$ cat config.mk
export PLATFORM = sky130hd
export DESIGN_NAME = i2c_bit_engine
export DESIGN_NICKNAME = d
export VERILOG_FILES = /design/src/rtl/i2c_eng_pkg.sv /design/src/rtl/i2c_eng_dp.sv /design/src/rtl/i2c_eng_ctrl.sv /design/src/rtl/i2c_bit_engine.sv
export SDC_FILE = /design/constraint.sdc
export NUM_CORES = 1
export LEC_CHECK = 0
export BUFFER_PORTS_ARGS = -buffer_cell sky130_fd_sc_hd__buf_2
export CORE_MARGIN = 1.5
export CORE_UTILIZATION = 42
export DETAILED_ROUTE_END_ITERATION = 6
export HOLD_SLACK_MARGIN = 0.15
export PLACE_DENSITY = 0.74
export SKIP_LAST_GASP = 1
export SLEW_MARGIN = 20
export SYNTH_ARGS = -nofsm -noshare
export SYNTH_HDL_FRONTEND = slang
export SYNTH_HIERARCHICAL = 1
export SYNTH_SLANG_ARGS = --single-unit
$ cat constraint.sdc
create_clock -name clk -period 3.4 [get_ports clk]
set_input_delay 0.68 -clock clk [delete_from_list [all_inputs] [get_ports clk]]
set_output_delay 0.68 -clock clk [all_outputs]
set_load 0.01 [all_outputs]
$ cat src/rtl/i2c_eng_pkg.sv
package i2c_eng_pkg;
  localparam logic [2:0] OP_START = 3'd0;
  localparam logic [2:0] OP_STOP  = 3'd1;
  localparam logic [2:0] OP_WBIT  = 3'd2;
  localparam logic [2:0] OP_RBIT  = 3'd3;
  localparam logic [2:0] OP_WBYTE = 3'd4;
  localparam logic [2:0] OP_RBYTE = 3'd5;

  typedef enum logic [1:0] {SH_KEEP, SH_LOAD, SH_BIT, SH_CLR} shsel_e;

  // strobes from control to datapath
  typedef struct packed {
    logic   sclSet;
    logic   sclLow;
    logic   sdaSet;
    logic   sdaLow;
    logic   sdaFromShift;
    logic   tmrLoad;
    logic   tmrHold;
    logic   stepLoad;
    logic   stepDec;
    shsel_e shSel;
    logic   shIn;
    logic   shOut;
    logic   bitsLoad;
    logic   bitsByte;
    logic   bitsDec;
  } strobe_t;
endpackage

$ cat src/rtl/i2c_eng_dp.sv
module i2c_eng_dp
  import i2c_eng_pkg::*;
#(
  parameter int RISE_CYC = 250,
  parameter int HOLD_CYC = 1250,
  parameter int STEPS    = 2200
) (
  input  logic       clk,
  input  logic       rstN,
  input  strobe_t    stb,
  input  logic [7:0] cmdData,
  input  logic       sdaIn,
  output logic       sclDrvLow,
  output logic       sdaDrvLow,
  output logic       tmrZero,
  output logic       stepLast,
  output logic       bitsLast,
  output logic [7:0] shData
);
  localparam int MaxCyc = (RISE_CYC > HOLD_CYC) ? RISE_CYC : HOLD_CYC;
  localparam int TW = $clog2(MaxCyc + 1);
  localparam int SW = $clog2(STEPS + 1);

  logic [TW-1:0] tmr;
  logic [SW-1:0] stepCnt;
  logic [3:0]    bitsLeft;
  logic [7:0]    sh;
  logic          sclQ, sdaQ;

  always_ff @(posedge clk or negedge rstN) begin
    if (!rstN) begin
      tmr      <= '0;
      stepCnt  <= '0;
      bitsLeft <= '0;
      sh       <= '0;
      sclQ     <= 1'b0;
      sdaQ     <= 1'b0;
    end else begin
      if (stb.tmrLoad)   tmr <= stb.tmrHold ? TW'(HOLD_CYC) : TW'(RISE_CYC);
      else if (tmr != 0) tmr <= tmr - 1'b1;

      if (stb.stepLoad)     stepCnt <= SW'(STEPS);
      else if (stb.stepDec) stepCnt <= stepCnt - 1'b1;

      if (stb.bitsLoad)     bitsLeft <= stb.bitsByte ? 4'd9 : 4'd1;
      else if (stb.bitsDec) bitsLeft <= bitsLeft - 1'b1;

      unique case (stb.shSel)
        SH_LOAD: sh <= cmdData;
        SH_BIT:  sh <= {cmdData[0], 7'b0};
        SH_CLR:  sh <= '0;
        default: begin
          if (stb.shIn)       sh <= {sh[6:0], sdaIn};
          else if (stb.shOut) sh <= {sh[6:0], 1'b0};
        end
      endcase

      if (stb.sclSet) sclQ <= stb.sclLow;
      if (stb.sdaSet) sdaQ <= stb.sdaFromShift ? ~sh[7] : stb.sdaLow;
    end
  end

  assign tmrZero   = (tmr == 0);
  assign stepLast  = (stepCnt == SW'(1));
  assign bitsLast  = (bitsLeft == 4'd1);
  assign shData    = sh;
  assign sclDrvLow = sclQ;
  assign sdaDrvLow = sdaQ;
endmodule

$ cat src/rtl/i2c_eng_ctrl.sv
module i2c_eng_ctrl
  import i2c_eng_pkg::*;
(
  input  logic       clk,
  input  logic       rstN,
  input  logic       cmdValid,
  input  logic [2:0] cmdOp,
  output logic       cmdReady,
  output logic       rspValid,
  input  logic       rspReady,
  output logic       rspOk,
  input  logic       sclIn,
  input  logic       sdaIn,
  input  logic       tmrZero,
  input  logic       stepLast,
  input  logic       bitsLast,
  output strobe_t    stb
);
  typedef enum logic [3:0] {
    S_IDLE, S_BEGIN, S_REC, S_RAISE, S_ST_SDA, S_ST_SCL,
    S_SP_A, S_SP_B, S_SP_C, S_B_SET, S_B_HI, S_B_LO, S_B_NEXT, S_RESP
  } state_e;

  state_e     state, nState;
  logic [2:0] opQ;
  logic       okQ, ackQ, finish, finOk, rdBit, fromShift;

  always_comb begin
    rdBit     = (opQ == OP_RBIT) || (opQ == OP_WBYTE && bitsLast) ||
                (opQ == OP_RBYTE && !bitsLast);
    fromShift = (opQ == OP_WBIT) || (opQ == OP_WBYTE && !bitsLast);
    stb    = '0;
    nState = state;
    finish = 1'b0;
    finOk  = 1'b0;
    unique case (state)
      S_IDLE: if (cmdValid) begin
        nState       = S_BEGIN;
        stb.bitsLoad = 1'b1;
        stb.bitsByte = (cmdOp == OP_WBYTE) || (cmdOp == OP_RBYTE);
        if (cmdOp == OP_WBIT)       stb.shSel = SH_BIT;
        else if (cmdOp == OP_WBYTE) stb.shSel = SH_LOAD;
        else                        stb.shSel = SH_CLR;
      end
      S_BEGIN: begin
        if (opQ == OP_START) begin
          if (sclIn && sdaIn) begin
            stb.sdaSet = 1'b1; stb.sdaLow = 1'b1;
            stb.tmrLoad = 1'b1; stb.tmrHold = 1'b1;
            nState = S_ST_SDA;
          end else begin
            stb.sclSet = 1'b1; stb.sclLow = 1'b1;
            stb.sdaSet = 1'b1; stb.tmrLoad = 1'b1;
            nState = S_REC;
          end
        end else if (opQ == OP_STOP) begin
          stb.sclSet = 1'b1; stb.sclLow = 1'b1;
          stb.sdaSet = 1'b1; stb.sdaLow = 1'b1;
          stb.tmrLoad = 1'b1;
          nState = S_SP_A;
        end else if (opQ <= OP_RBYTE) begin
          stb.sdaSet = 1'b1; stb.sdaFromShift = fromShift;
          stb.tmrLoad = 1'b1;
          nState = S_B_SET;
        end else begin
          finish = 1'b1;
        end
      end
      S_B_NEXT: begin
        stb.sdaSet = 1'b1; stb.sdaFromShift = fromShift;
        stb.tmrLoad = 1'b1;
        nState = S_B_SET;
      end
      S_REC, S_B_SET: if (tmrZero) begin
        stb.sclSet = 1'b1; stb.tmrLoad = 1'b1; stb.stepLoad = 1'b1;
        nState = S_RAISE;
      end
      S_RAISE: if (tmrZero) begin
        if (sclIn) begin
          stb.tmrLoad = 1'b1; stb.tmrHold = 1'b1;
          if (opQ == OP_START) begin
            stb.sdaSet = 1'b1; stb.sdaLow = 1'b1;
            nState = S_ST_SDA;
          end else if (rdBit) begin
            stb.shIn = 1'b1;
            stb.sclSet = 1'b1; stb.sclLow = 1'b1;
            nState = S_B_LO;
          end else begin
            nState = S_B_HI;
          end
        end else if (stepLast) begin
          finish = 1'b1;
        end else begin
          stb.stepDec = 1'b1; stb.tmrLoad = 1'b1;
        end
      end
      S_ST_SDA, S_B_HI: if (tmrZero) begin
        stb.sclSet = 1'b1; stb.sclLow = 1'b1;
        stb.tmrLoad = 1'b1; stb.tmrHold = 1'b1;
        nState = (state == S_ST_SDA) ? S_ST_SCL : S_B_LO;
      end
      S_B_LO: if (tmrZero) begin
        stb.shOut   = fromShift;
        stb.bitsDec = 1'b1;
        if (bitsLast) begin
          finish = 1'b1;
          finOk  = !(opQ == OP_WBYTE && ackQ);
        end else begin
          nState = S_B_NEXT;
        end
      end
      S_SP_A: if (tmrZero) begin
        stb.sclSet = 1'b1; stb.tmrLoad = 1'b1; stb.tmrHold = 1'b1;
        nState = S_SP_B;
      end
      S_SP_B: if (tmrZero) begin
        stb.sdaSet = 1'b1; stb.tmrLoad = 1'b1; stb.tmrHold = 1'b1;
        nState = S_SP_C;
      end
      S_ST_SCL, S_SP_C: if (tmrZero) begin
        finish = 1'b1;
        finOk  = 1'b1;
      end
      S_RESP: if (rspReady) nState = S_IDLE;
      default: nState = S_IDLE;
    endcase
    if (finish) nState = S_RESP;
  end

  always_ff @(posedge clk or negedge rstN) begin
    if (!rstN) begin
      state <= S_IDLE;
      opQ   <= '0;
      okQ   <= 1'b0;
      ackQ  <= 1'b0;
    end else begin
      state <= nState;
      if (state == S_IDLE && cmdValid) opQ <= cmdOp;
      if (finish) okQ <= finOk;
      if (stb.shIn) ackQ <= sdaIn;
    end
  end

  assign cmdReady = (state == S_IDLE);
  assign rspValid = (state == S_RESP);
  assign rspOk    = okQ;
endmodule

$ cat src/rtl/i2c_bit_engine.sv
module i2c_bit_engine
  import i2c_eng_pkg::*;
#(
  parameter int CLK_MHZ    = 250,
  parameter int RISE_NS    = 1000,
  parameter int HOLD_NS    = 5000,
  parameter int TIMEOUT_NS = 2200000
) (
  input  logic       clk,
  input  logic       rstN,
  input  logic       cmdValid,
  output logic       cmdReady,
  input  logic [2:0] cmdOp,
  input  logic [7:0] cmdData,
  output logic       rspValid,
  input  logic       rspReady,
  output logic       rspOk,
  output logic [7:0] rspData,
  input  logic       sclIn,
  input  logic       sdaIn,
  output logic       sclDrvLow,
  output logic       sdaDrvLow
);
  localparam int RiseCyc = (RISE_NS * CLK_MHZ + 999) / 1000;
  localparam int HoldCyc = (HOLD_NS * CLK_MHZ + 999) / 1000;
  localparam int Steps   = TIMEOUT_NS / RISE_NS;

  strobe_t stb;
  logic    tmrZero, stepLast, bitsLast;

  i2c_eng_ctrl u_ctrl (
    .clk(clk), .rstN(rstN), .cmdValid(cmdValid), .cmdOp(cmdOp),
    .cmdReady(cmdReady), .rspValid(rspValid), .rspReady(rspReady),
    .rspOk(rspOk), .sclIn(sclIn), .sdaIn(sdaIn), .tmrZero(tmrZero),
    .stepLast(stepLast), .bitsLast(bitsLast), .stb(stb)
  );

  i2c_eng_dp #(.RISE_CYC(RiseCyc), .HOLD_CYC(HoldCyc), .STEPS(Steps)) u_dp (
    .clk(clk), .rstN(rstN), .stb(stb), .cmdData(cmdData), .sdaIn(sdaIn),
    .sclDrvLow(sclDrvLow), .sdaDrvLow(sdaDrvLow), .tmrZero(tmrZero),
    .stepLast(stepLast), .bitsLast(bitsLast), .shData(rspData)
  );
endmodule

# == Word level (Yosys, flattened, before mapping) ==
# Index checks and enable logic that the tools add are counted.
# totals
reg_bits,46
latch_bits,0
mem_bits_rw,0
mem_bits_ro,0
input_bits,17
out_inout_bits,13
elab_cells,171
memories,0
# op_classes
n_addsub,3
mul,0
div_mod_pow,0
order_cmp,1
n_eq_ne,38
shifts,0
mux,92
bitwise_logic,1
reduce_logical,26
# op_table
operator,n
4-bit 2-to-1 mux,22
4-bit one-hot mux with 11 select lines,1
1-bit 2-to-1 mux,37
11-bit 2-to-1 mux,3
2-bit 2-to-1 mux,14
4-bit equality test (second input constant),6
12-bit 2-to-1 mux,2
3-bit by 2-bit != test with 1-bit output (second input constant),8
8-bit one-hot mux with 3 select lines,1
4-bit by 3-bit equality test with 1-bit output (second input constant),4
8-bit 2-to-1 mux,2
12-bit by 1-bit equality test with 1-bit output (second input constant),1
3-bit equality test (second input constant),4
1-bit one-hot mux with 4 select lines,3
12-bit AND reduction,1
12-bit by 1-bit subtractor with 12-bit output (second input constant),1
11-bit zero test,1
11-bit nonzero test,1
11-bit by 1-bit subtractor with 11-bit output (second input constant),1
3-bit by 2-bit equality test with 1-bit output (second input constant),3
4-bit by 1-bit equality test with 1-bit output (second input constant),2
4-bit by 2-bit equality test with 1-bit output (second input constant),2
1-bit logical AND,6
1-bit one-hot mux with 2 select lines,3
22 further kinds,32

# == Longest topological paths before layout ==
# Gate-level depths: netlist of run 1.
# depth
ltp_word,11
depth_mapped,13

# == Modules after synthesis ==
# The synthesis of run 1 kept the hierarchy.
# modules_own_cells
module,instances,cells_each,area_per_inst_um2,seq_area_each_um2
i2c_eng_dp,1,179,1896.8,925.9
i2c_eng_ctrl,1,163,1158.6,225.2

# == Least setup slack after synthesis of run 1 ==
# No wires, ideal clock.
# synth_path
kind,reg2reg
from,register u_dp.tmr[0]
to,register u_dp.stepCnt[7]
arrival_ns,3.354
path_slack_ns,-0.086
stages_incl_launch_ff,13
cell_sequence,dfrtp_1 > inv_1 > ha_1 > or3b_1 > buf_6 > nor4b_4 > buf_6 > nand3_1 > or3_1 > nor3_1 > o2111ai_1 > o31a_1 > or3_1
# synth_lines
item,line_no,rtl
start: declaration,i2c_eng_dp.sv:24,logic [TW-1:0] tmr;
start signal: assignment,i2c_eng_dp.sv:39,if (stb.tmrLoad) tmr <= stb.tmrHold ? TW'(HOLD_CYC) : TW'(RISE_CYC);
start signal: assignment,i2c_eng_dp.sv:40,else if (tmr != 0) tmr <= tmr - 1'b1;
end signal: assignment,i2c_eng_dp.sv:42,if (stb.stepLoad) stepCnt <= SW'(STEPS);
end signal: assignment,i2c_eng_dp.sv:43,else if (stb.stepDec) stepCnt <= stepCnt - 1'b1;
end: declaration,i2c_eng_dp.sv:25,logic [SW-1:0] stepCnt;

==> out/summary.txt, run 1 <==
Clock latency on the worst-skew pair: 0.30 ns
Metal1 wirelength: 3110 um
Area contributors post-synth: dfrtp_1, nor2_1, mux2i_1, o21ai_0, nand2_1
Avg Cell Area, Syn: 8.93 um^2
Final period util: 90.4%
Syn Std Cell Area: 3060 um^2
Initial antenna violation count: 0
Number of vias per cell: 5.68
Place WS: 0.228 ns
Ant. Diodes: 0
Total track usage: 19.0%
Setup Fix Bufs, Post-CTS: 0
Share of Yosys cell area claimed by the top area cell type: 37.7%
Main flop type after synthesis: dfrtp_1
Synthesized net count: 364
Chip height: 88.3 um
Pwr Density: 710 nW/um^2
Setup ws final: 0.328 ns
Pleak: 1.45 nW
Worst-path clk slew: 0.09 ns
Highest-delay cell along the critical path: or3b_4
Routed WL per cell: 14.4 um
Vias: 2651
Synth cell types: 64
Warnings from Yosys: 6
TritonRoute pass-1 iters: 5
GRT overflow: 0
Crit end category: register
Dpl hpwl: 4730 um
RSZ-0062 raised after global routing: false
Slew HR: 58.1%
CP peak stage delay: 0.43 ns
Crit path time final: 3.07 ns
WL final: 6740 um
Top routing layer used: met4
Critical path launch point type: register
Initial core utilization: 44.2%
Async S/R FF share, synth: 100%
Post-route DRC: 0
Seq/Total Area, Yosys: 37.7%
Detailed router's first-iteration violation count: 198
FMAX: 326 MHz
Post-CTS sizing: 0
Post-synth EDFFs: 0
Number of I/O pins: 30
Vias in the first global route: 2455
Hold Crit Class: in2async
Worst Max-Slew Pin Slew: 0.629 ns
Setup TNS: 0 ns
Clock root buffer master: clkbuf_8
Layout cells sized above 1: 19.9%
Hold buffer count at CTS: 0
Largest net degree at the start of global routing: 47
Crit-path max FO: 6
CTS H-tree lvls: 2
Status: finished clean
WS Path Type: reg2reg
Post-Synthesis Cells: 342
Routed met2 length: 3210 um
Hold Fails Final Rpt: 0
CTS tree: yes
PortBufs: 29
Clock Skews: 0.0117 ns
Final net count: 392
Core footprint: 6910 um^2
Die width: 88.3 um
Max cap viols: 0
#FFs+latches synth: 46
TritonCTS Sinks: 46
Slew Viols, Final: 0
Crit-path cells: inv_1, ha_1, or3b_4, nor4b_4, nand3_1, or3_4, nor3_2, buf_4, nand4bb_1, nor4_2, xnor2_1, nor2_1
WL met3: 305 um
Yosys top cell by area: dfrtp_1
WP buf/inv: 2
CP arrival: 3.26 ns
Layout area overhead: 12.0%
First-pass GRT wire length: 11700 um
Max VDD drop: 315 uV
Delay-heaviest family, CP: simple AND/OR/NAND/NOR gates
Clk buf depth: 2
DRT antenna net count: 0
Fin Hold WS: 0.380 ns
Worst EP required: 3.58 ns
Gpl congestion: 0.884
Endpoints failing setup: 0
DIE AREA: 7800 um^2
Num CTS Buffers: 5
Cell Rows: 30
## flip-flops by register name, summed over array words and instances, names as in the netlist, 3 cells and up
signal         count
u_ctrl/state       4
u_ctrl/opQ         3
u_dp/tmr          11
u_dp/shData        8
u_dp/stepCnt      12
u_dp/bitsLeft      4
## cell usage after synthesis (3+ instances only)
cell	number
dfrtp_1	46
nor2_1	39
nand2_1	25
o21ai_0	21
a21oi_1	18
nand2b_1	15
inv_1	14
mux2i_1	11
nor3_1	10
xnor2_1	10
buf_2	9
o31ai_1	9
nor4_1	8
clkbuf_1	7
or3_1	7
mux2_2	6
xor2_1	6
ha_1	5
nor2b_1	5
a31oi_1	4
buf_6	4
nand3b_1	4
nor3b_1	4
nand3_1	3
## metrics by stage
| stage | std cells | util [%] | instance area [um^2] | total power [mW] |
|---|---|---|---|---|
| 2_1_floorplan | 342 | - | 3060 | 1.78 |
| 3_3_place_gp | 459 | 47.9 | 3310 | 2.03 |
| 3_5_place_dp | 459 | 47.9 | 3310 | 2.07 |
| 4_1_cts | 467 | 49.3 | 3400 | 2.43 |
| 5_1_grt | 467 | 49.5 | 3420 | 2.64 |
| 6_report | 467 | 49.5 | 3420 | 2.43 |
## cell families after synthesis
kind of cell / after synthesis / share of synthesized area, %
AOI/OAI and AO/OA: 83 / 18.4
xor gates and xnor gates: 16 / 4.59
adders and majority gates: 5 / 2.05
buffers and inverters: 36 / 5.90
DFF: 46 / 37.7
muxes: 17 / 5.81
and+or+nand+nor: 139 / 25.6
## worst reg2reg max path: stages, from the launching register on
cell and delay, ns:
dfrtp_1 0.38, inv_1 0.09, ha_1 0.17, or3b_4 0.43, nor4b_4 0.26, nand3_1 0.20
or3_4 0.40, nor3_2 0.15, buf_4 0.17, nand4bb_1 0.22, nor4_2 0.31, xnor2_1 0.15
nor2_1 0.05
## layout make-up
type	count	area [um^2]
inverter	14	52.6
timing repair buffer	43	253
sequential	46	1150
multi-input combinational	260	1750
clock buffer	6	82.6
clock inverter	2	12.5
fill	671	3490
tap	96	120
## where the power goes
group	leakage (nW)	internal (mW)	switching (mW)
Combinational	0.833	0.532	0.668
Clock	0.0472	0.164	0.185
Sequential	0.570	0.695	0.184
## layout by cell type, fill, tap and decap left out, types with 9 or more instances in the layout
cell,instances
nand2b_1,15
xnor2_1,10
buf_2,28
nor3_1,9
nor2_1,39
a21oi_1,18
inv_1,14
buf_4,15
o31ai_1,9
mux2i_1,11
o21ai_0,21
dfrtp_1,46
nand2_1,25
## path summary, 6_finish.rpt
kind	from	end	slack [ns]	cells past startpoint
max in group asynchronous	rstN	u_dp/shData[0]	2.61	1
min in group clk	u_dp/shData[2]	u_dp/shData[2]	0.52	2
setup / recovery	u_dp/tmr[0]	u_dp/stepCnt[10]	0.33	12
setup reg to reg	u_dp/tmr[0]	u_dp/stepCnt[10]	0.33	12
hold reg to reg	u_dp/shData[2]	u_dp/shData[2]	0.52	2
hold / removal	rstN	u_dp/tmr[2]	0.38	1
## routing by layer
layer | track usage, % | vias up
li1 | - | 1282
met1 | 27.4 | 1287
met2 | 29.1 | 72
met3 | 3.08 | 10
met4 | 6.68 | 0
met5 | 0 | -
(Power assumes the default switching activity.)
==> inputs of run 2 (changes only) <==
--- a/config.mk
+++ b/config.mk
@@ -11,6 +11,7 @@
 export DETAILED_ROUTE_END_ITERATION = 6
 export HOLD_SLACK_MARGIN = 0.15
 export PLACE_DENSITY = 0.74
+export RECOVER_POWER = 100
 export SKIP_LAST_GASP = 1
 export SLEW_MARGIN = 20
 export SYNTH_ARGS = -nofsm -noshare
==> run 2 against run 1 <==
Against the previous run:
- final area decreased by 1.8%
- critical path type unchanged
- the flow now finishes with violations (max-capacitance violations, max-slew violations)
- first-iteration DRC count increased by 4.0%
- sequential cell count unchanged
- global-route usage unchanged
- clock power about the same
- clock skew decreased by 0.0022 ns
- final cell count unchanged
- combinational power about the same
- worst setup slack got worse by 0.00059 ns
==> out/summary.txt, run 2 (synthesis gave the netlist of run 1 again) <==
Total track usage: 19.0%
Chip height: 88.3 um
Dpl hpwl: 4730 um
FMAX: 325 MHz
WS Path Type: reg2reg
Most flop-heavy register: u_dp/stepCnt
Fin Hold WS: 0.518 ns
Crit-path max FO: 6
DRT antenna net count: 0
Clock latency on the worst-skew pair: 0.30 ns
Logic pwr share: 48.7%
Clock Skews: 0.00954 ns
Hold Fails Final Rpt: 0
Critical path launch point type: register
TritonCTS Sinks: 46
Final period util: 90.4%
Reg power frac: 36.6%
Num CTS Buffers: 5
Hold Crit Class: reg2reg
Crit-path cells: inv_1, ha_1, or3b_4, nor4b_4, nand3_1, or3_4, nor3_2, buf_4, nand4bb_1, nor4_2, xnor2_1, nor2_1
Worst Max-Slew Pin Slew: 2.50 ns
Max cap viols: 1
Most frequent cells in the layout: dfrtp_1, nor2_1, nand2_1
Status: finished, violations left
DIE AREA: 7800 um^2
GRT overflow: 0
Gpl congestion: 0.884
Pwr Density: 712 nW/um^2
RSZ-0062 raised after global routing: false
Place WS: 0.228 ns
Crit path time final: 3.07 ns
Switching share of total power: 43.1%
Die width: 88.3 um
Most common cell after layout, fill and taps aside: dfrtp_1
Ant. Diodes: 0
Clock root buffer master: clkbuf_8
CP peak stage delay: 0.43 ns
TritonRoute pass-1 iters: 4
Slew Viols, Final: 47
Initial antenna violation count: 0
Layout cells sized above 1: 14.3%
Vias: 2644
Delay-heaviest family, CP: simple AND/OR/NAND/NOR gates
Routed WL per cell: 14.4 um
First-pass GRT wire length: 11700 um
Cell Rows: 30
Post-route DRC: 0
Pleak: 1.38 nW
Number of I/O pins: 30
Largest net degree at the start of global routing: 47
Worst-path clk slew: 0.08 ns
CP arrival: 3.26 ns
Max VDD drop: 298 uV
CTS tree: yes
Largest register FFs: 12
Failing checks: max-capacitance violations, max-slew violations
Vias in the first global route: 2455
P_int: 1.36 mW
PortBufs: 29
Highest-delay cell along the critical path: or3b_4
Worst EP required: 3.59 ns
CTS H-tree lvls: 2
Design Power: 2.39 mW
Layout area overhead: 9.99%
Crit end category: register
# fillers: 692
Initial core utilization: 44.2%
Clk pwr share: 14.7%
Setup TNS: 0 ns
WP buf/inv: 2
Core footprint: 6910 um^2
Final net count: 392
Number of vias per cell: 5.66
Clk buf depth: 2
Detailed router's first-iteration violation count: 206
Slew HR: -66.3%
Setup ws final: 0.327 ns
WL final: 6740 um
Endpoints failing setup: 0
Sw Pwr: 1.03 mW
run 2: changes by cell type in the layout (fill, tap and decap cells not counted), sizes merged:
cell / change
clkbuf: +18
buf: -18
run 2: final cells by class:
cell class	instances	area [um^2]	area share (%)
well taps	96	120	3.57
flip-flops and latches	46	1150	34.3
clock buffers	6	82.6	2.46
multi-input cells	260	1720	51.3
repair buffers	43	219	6.52
inverters	14	52.6	1.56
clock inverters	2	12.5	0.372
run 2: per-layer routing:
layer  GRT usage [%]  vias to the layer above  wire length [um]
met5               0                        -                 0
met4            6.68                        0                99
met3            3.08                        8               352
met2            29.1                       83              3200
met1            27.4                     1274              3080
li1                -                     1279                 -
run 2: path summary, 6_finish.rpt:
check	slack [ns]	depth (start not counted)	end	from
setup / recovery	0.33	12	u_dp/stepCnt[10]	u_dp/tmr[0]
hold / removal	0.52	2	u_dp/shData[6]	u_dp/shData[6]
setup reg to reg	0.33	12	u_dp/stepCnt[10]	u_dp/tmr[0]
hold reg to reg	0.52	2	u_dp/shData[6]	u_dp/shData[6]
max in group asynchronous	0.84	1	u_dp/stepCnt[1]	rstN
min in group asynchronous	1.14	1	u_dp/tmr[2]	rstN
run 2: metrics by stage:
stage | instance area [um^2] | utilization (%) | std cells
floorplan | 3060 | - | 342
global placement | 3310 | 47.9 | 459
detailed placement | 3310 | 47.9 | 459
CTS | 3400 | 49.3 | 467
global route | 3360 | 48.7 | 467
finish | 3360 | 48.7 | 467
run 2: tightest hold or removal path, delay by kind of cell (launching register included):
kind | cells | cell delay (ns)
AOI/OAI and AO/OA | 1 | 0.06
DFF | 1 | 0.37
and+or+nand+nor | 1 | 0.06
run 2: power groups by stage:
stage	clock, mW	combinational [mW]	sequential [mW]
floorplan	0	0.951	0.830
global placement	0	1.15	0.881
detailed placement	0	1.18	0.885
CTS	0.363	1.20	0.875
global route	0.388	1.30	0.904
finish	0.351	1.17	0.877
run 2: what timing repair did:
action                     CTS  global route
setup buffers                0             0
setup endpoints to repair    0             2
gates resized for setup      0             3
hold endpoints to repair     0             0
hold buffers                 0             0
